## config.mk

```make
export PLATFORM = sky130hd
export DESIGN_NAME = tec_thermal_iir
export DESIGN_NICKNAME = d
export VERILOG_FILES = /design/src/rtl/tec_thermal_iir.sv
export SDC_FILE = /design/constraint.sdc
export NUM_CORES = 2
export LEC_CHECK = 0
export ABC_AREA = 1
export BUFFER_PORTS_ARGS = -buffer_cell sky130_fd_sc_hd__buf_2
export CAP_MARGIN = 10
export CORE_UTILIZATION = 53
export DETAILED_ROUTE_END_ITERATION = 6
export PLACE_DENSITY_LB_ADDON = 0.25
export SYNTH_ARGS = -nofsm -noshare
export SYNTH_HDL_FRONTEND = slang
export SYNTH_SLANG_ARGS = --single-unit
```

## constraint.sdc

```tcl
create_clock -name clk -period 14.9 [get_ports clk]
set_input_delay 1.49 -clock clk [delete_from_list [all_inputs] [get_ports clk]]
set_output_delay 1.49 -clock clk [all_outputs]
set_load 0.02 [all_outputs]
```

## src/rtl/tec_thermal_iir.sv

```systemverilog
module tec_thermal_iir #(
  parameter int DW = 16,
  parameter int CW = 16,
  parameter int FRAC = 14,
  parameter int ACCW = 40,
  parameter logic signed [DW-1:0] OFFSET = 16'sd12288
) (
  input  logic                 clk,
  input  logic                 rst,
  input  logic                 smp_stb,
  input  logic signed [DW-1:0] setpt,
  input  logic signed [DW-1:0] therm,
  input  logic                 cfg_we,
  input  logic [3:0]           cfg_addr,
  input  logic signed [CW-1:0] cfg_data,
  output logic signed [DW-1:0] tgt,
  output logic                 tgt_vld
);
  localparam int NCOEF = 13;
  localparam int LAST  = 14;
  localparam logic signed [ACCW-1:0] SMAX = {{(ACCW-DW+1){1'b0}}, {(DW-1){1'b1}}};
  localparam logic signed [ACCW-1:0] SMIN = ~SMAX;

  function automatic logic signed [DW-1:0] sat(input logic signed [ACCW-1:0] a);
    if (a > SMAX) return SMAX[DW-1:0];
    else if (a < SMIN) return SMIN[DW-1:0];
    else return a[DW-1:0];
  endfunction

  function automatic logic signed [ACCW-1:0] wide(input logic signed [DW-1:0] x);
    return {{(ACCW-DW){x[DW-1]}}, x};
  endfunction

  logic signed [CW-1:0] coef [NCOEF];
  logic signed [DW-1:0] eh [3];
  logic signed [DW-1:0] yeh [3];
  logic signed [DW-1:0] sh [2];
  logic signed [DW-1:0] ysh [2];
  logic signed [DW-1:0] x_err, x_set, ye, vreg;
  logic signed [ACCW-1:0] acc, acc_nxt, prod_ext;
  logic signed [DW:0] op_x, err_raw, vofs;
  logic signed [CW-1:0] op_c;
  logic signed [DW+CW:0] prod;
  logic neg, busy;
  logic [3:0] step;

  always_ff @(posedge clk) begin
    if (rst) begin
      for (int i = 0; i < NCOEF; i++) coef[i] <= '0;
    end else if (cfg_we && (cfg_addr < 4'(NCOEF))) begin
      coef[cfg_addr] <= cfg_data;
    end
  end

  assign err_raw = {setpt[DW-1], setpt} - {therm[DW-1], therm};
  assign vofs    = {vreg[DW-1], vreg} - {OFFSET[DW-1], OFFSET};

  always_comb begin
    op_x = '0;
    op_c = '0;
    neg  = 1'b0;
    case (step)
      4'd0:  begin op_x = {x_err[DW-1], x_err};     op_c = coef[0]; end
      4'd1:  begin op_x = {eh[0][DW-1], eh[0]};     op_c = coef[1]; end
      4'd2:  begin op_x = {eh[1][DW-1], eh[1]};     op_c = coef[2]; end
      4'd3:  begin op_x = {eh[2][DW-1], eh[2]};     op_c = coef[3]; end
      4'd4:  begin op_x = {yeh[0][DW-1], yeh[0]};   op_c = coef[4]; neg = 1'b1; end
      4'd5:  begin op_x = {yeh[1][DW-1], yeh[1]};   op_c = coef[5]; neg = 1'b1; end
      4'd6:  begin op_x = {yeh[2][DW-1], yeh[2]};   op_c = coef[6]; neg = 1'b1; end
      4'd8:  begin op_x = {x_set[DW-1], x_set};     op_c = coef[7]; end
      4'd9:  begin op_x = {sh[0][DW-1], sh[0]};     op_c = coef[8]; end
      4'd10: begin op_x = {sh[1][DW-1], sh[1]};     op_c = coef[9]; end
      4'd11: begin op_x = {ysh[0][DW-1], ysh[0]};   op_c = coef[10]; neg = 1'b1; end
      4'd12: begin op_x = {ysh[1][DW-1], ysh[1]};   op_c = coef[11]; neg = 1'b1; end
      4'd14: begin op_x = vofs;                     op_c = coef[12]; end
      default: ;
    endcase
  end

  assign prod     = op_x * op_c;
  assign prod_ext = {{(ACCW-DW-CW-1){prod[DW+CW]}}, prod};
  assign acc_nxt  = neg ? acc - prod_ext : acc + prod_ext;

  logic signed [DW-1:0] path_out;
  assign path_out = sat(acc_nxt >>> FRAC);

  always_ff @(posedge clk) begin
    if (rst) begin
      busy    <= 1'b0;
      step    <= '0;
      acc     <= '0;
      x_err   <= '0;
      x_set   <= '0;
      ye      <= '0;
      vreg    <= '0;
      tgt     <= '0;
      tgt_vld <= 1'b0;
      for (int i = 0; i < 3; i++) begin
        eh[i]  <= '0;
        yeh[i] <= '0;
      end
      for (int i = 0; i < 2; i++) begin
        sh[i]  <= '0;
        ysh[i] <= '0;
      end
    end else begin
      tgt_vld <= 1'b0;
      if (!busy) begin
        if (smp_stb) begin
          busy  <= 1'b1;
          step  <= '0;
          acc   <= '0;
          x_set <= setpt;
          x_err <= sat({{(ACCW-DW-1){err_raw[DW]}}, err_raw});
        end
      end else begin
        step <= step + 4'd1;
        acc  <= acc_nxt;
        case (step)
          4'd7: begin
            ye  <= path_out;
            acc <= '0;
          end
          4'd13: begin
            vreg   <= sat(wide(ye) + wide(path_out));
            acc    <= '0;
            eh[0]  <= x_err;
            eh[1]  <= eh[0];
            eh[2]  <= eh[1];
            yeh[0] <= ye;
            yeh[1] <= yeh[0];
            yeh[2] <= yeh[1];
            sh[0]  <= x_set;
            sh[1]  <= sh[0];
            ysh[0] <= path_out;
            ysh[1] <= ysh[0];
          end
          4'(LAST): begin
            tgt     <= path_out;
            tgt_vld <= 1'b1;
            busy    <= 1'b0;
            step    <= '0;
          end
          default: ;
        endcase
      end
    end
  end
endmodule

```

==> results.md <==
* Status: completed
* Crit Path Max Fanout at 32
* Worst Path Arrival at 14.53 ns
* Fin cells at 5492
* Starting density of the core at 53.72%
* Slowest-stage cell, CP: a221oi_1
* Critical Path End Type: flop
* Clk sink count at 494
* Core Region at 0.06871 mm²
* Vias in the first global route at 30060
* Drt drc at 0
* Ys async rst share at 0%
* I/O Buffers at 72
* CTS Buf Count at 51
* Post-DR vias/cell at 5.550
* Synth-to-layout area growth at 9.065%
* Die W at 265.9 µm
* Worst slew margin at 22.87%
* Mapped Cells at 4455
* Clock Path Buffers at 3
* Fin Clk Skew at 0.04987 ns
* Detailed Route Iter0 Violations at 3083
* Syn avg cell area at 8.285 µm²
* Post-Route WL at 106600 µm
* Detailed-route via count at 30480
* FP Rows at 96
* Root Buffer: clkbuf_16
* FF+latch count, synth at 494
* Mapped Nets at 4947
* CP dominant cell by count: nand2_1
* Clk slew on worst S/H paths at 0.06 ns
* Fmax achieved at 71.56 MHz
* First-pass GRT wire length at 168400 µm
* Largest net degree at the start of global routing at 88
* Fin. Hold Viols at 0
* Worst hold path type: flop to flop
* Layout cell share with drive strength beyond 1 at 6.950%
* Hold-fix buffers at CTS at 0
* Setup violators final at 0
* Worst slew pin tran at 1.157 ns
* Slowest stage delay, CP at 0.78 ns
* Post-synth EDFFs at 368
* Overflow left after global routing at 0
* Antenna violations before repair at 0
* Yosys cell types at 58
* Die Y at 265.9 µm
* Detailed Routing Iterations Pass 1 at 5
* CTS tree: built
* Synth Flop Type: edfxtp_1
* Minimum clock period at 13.97 ns
* Routed Antenna Nets at 0
* Post-DP HPWL at 80300 µm
* Worst setup path class: flop to flop
* Inst Count DP at 5389
* Yosys warnings at 0
* DR WL/cell at 19.42 µm
* # diodes at 0
* Total Nets Final at 5010
* Die area at 0.07070 mm²
* Synth Cell Area at 0.03691 mm²
* Slew Limit Fails at 0
* Max-cap viol count at 0
* Sequential fraction of the synthesis area at 36.77%
* Worst path required time at 15.45 ns
* Final period util at 93.79%
* Crit start category: flop
* Total global-route track usage at 30.71%
* H-tree depth at 2
* Final Wtd Congestion at 0.9621
* Skew-Pair Late Insertion Delay at 0.63 ns
* I/O pins at 73
registers in the layout (all words and copies together), names as in the netlist:
name and flops:
coef 208, eh 48, yeh 48, acc 40, sh 32, ysh 32
tgt 16, vreg 16, x_err 16, x_set 16, ye 16, step 4
busy 1, tgt_vld 1
worst max-delay path, delay by kind of cell (launching register included):
| family | cells | cell delay (ns) |
|---|---|---|
| XOR/XNOR | 1 | 0.18 |
| adder cells (fa/ha/maj) | 10 | 4.50 |
| AND/OR/NAND/NOR | 29 | 4.91 |
| buffers and inverters | 8 | 1.56 |
| AO/OA/AOI/OAI | 9 | 2.21 |
| flip-flops | 1 | 0.57 |
final timing paths:
check                           cells after the start      end    start  slack (ns)
worst max-delay path                               57  vreg[5]  step[1]        0.93
worst min-delay path                                2   tgt[5]   tgt[5]        0.45
worst max register to register                     57  vreg[5]  step[1]        0.93
worst min register to register                      2   tgt[5]   tgt[5]        0.45
metrics by stage:
stage / util, % / cell area [µm²] / setup slack, ns / setup TNS [ns] / hold WS, ns
3_3_place_gp: 56.02 / 38490 / 0.9419 / 0 / 0.4357
5_1_grt: 58.59 / 40250 / -0.03898 / -0.04174 / 0.4728
4_1_cts: 58.46 / 40170 / 0.7955 / 0 / 0.4569
6_report: 58.59 / 40250 / 0.9252 / 0 / 0.4521
2_1_floorplan: - / 36910 / 3.037 / 0 / 0.4439
3_5_place_dp: 56.02 / 38490 / 0.7913 / 0 / 0.4338
kinds of logic (layout without fill, tap and decap cells):
logic type | after synthesis | in the layout | share of synthesized area, %
xor gates and xnor gates | 92 | 92 | 2.183
DFF | 494 | 494 | 36.77
buffers and inverters | 998 | 1102 | 10.29
AOI/OAI and AO/OA | 544 | 544 | 8.977
and+or+nand+nor | 1891 | 1893 | 21.31
adders and majority gates | 436 | 436 | 20.48
timing repair:
item                       in CTS  in global routing
setup endpoints to repair       0                 16
buffers inserted                0                  5
resized for setup               0                 14
hold endpoints to repair        0                  0
metal layers:
layer	vias up	GRT usage (%)	routed length, µm
met5	-	0	0
met4	0	9.475	3206
met3	203	4.214	9132
met2	1341	48.87	48610
met1	14660	43.61	45690
li1	14280	-	-
Yosys cell counts, types with 5 or more instances:
| master | number | area, µm² |
|---|---|---|
| buf_1 | 7 | 26.28 |
| inv_1 | 828 | 3108 |
| and2_1 | 11 | 68.82 |
| nand2_4 | 15 | 168.9 |
| o221ai_1 | 6 | 52.55 |
| a211oi_1 | 9 | 67.56 |
| dfxtp_1 | 126 | 2522 |
| nor4_1 | 10 | 62.56 |
| nor2_1 | 700 | 2628 |
| nand2_2 | 18 | 112.6 |
| clkbuf_1 | 134 | 503.0 |
| nand4_1 | 43 | 269.0 |
| nor3_1 | 33 | 165.2 |
| fa_1 | 280 | 5605 |
| ha_1 | 156 | 1952 |
| a22o_1 | 18 | 157.7 |
| a31oi_1 | 10 | 62.56 |
| or2_2 | 6 | 37.54 |
| xnor2_1 | 27 | 236.5 |
| a32o_1 | 8 | 80.08 |
| o211ai_1 | 10 | 75.07 |
| a221oi_1 | 54 | 473.0 |
| a21oi_1 | 218 | 1091 |
| inv_2 | 11 | 41.29 |
| nand2_1 | 853 | 3202 |
| o22ai_1 | 33 | 206.5 |
| nor2_2 | 5 | 31.28 |
| edfxtp_1 | 368 | 11050 |
| o21ai_0 | 122 | 610.6 |
| a21o_1 | 17 | 127.6 |
| clkinv_1 | 9 | 33.78 |
| nand3_1 | 170 | 850.8 |
| a2111oi_0 | 6 | 52.55 |
| o21bai_1 | 13 | 97.59 |
| nand3b_1 | 8 | 60.06 |
| xor2_1 | 65 | 569.3 |
layout by cell type, fill, tap and decap left out, types with 84 or more instances in the layout:
master,count
a21oi_1,218
buf_4,84
dfxtp_1,126
edfxtp_1,368
fa_1,280
ha_1,156
inv_1,827
nand2_1,852
nand3_1,170
nor2_1,699
o21ai_0,122
cell type report:
cell class / count / area, µm²
clock buffer: 73 / 1430
clock inverter: 23 / 245.2
fill: 6275 / 28450
inverter: 848 / 3203
multi-input combinational: 2965 / 19620
sequential: 494 / 13570
tap: 931 / 1165
timing repair buffer: 158 / 1022
Power is left out: the tool's default activity adds up to more than one toggle a clock period on the data nets, which glitch-free logic cannot reach.
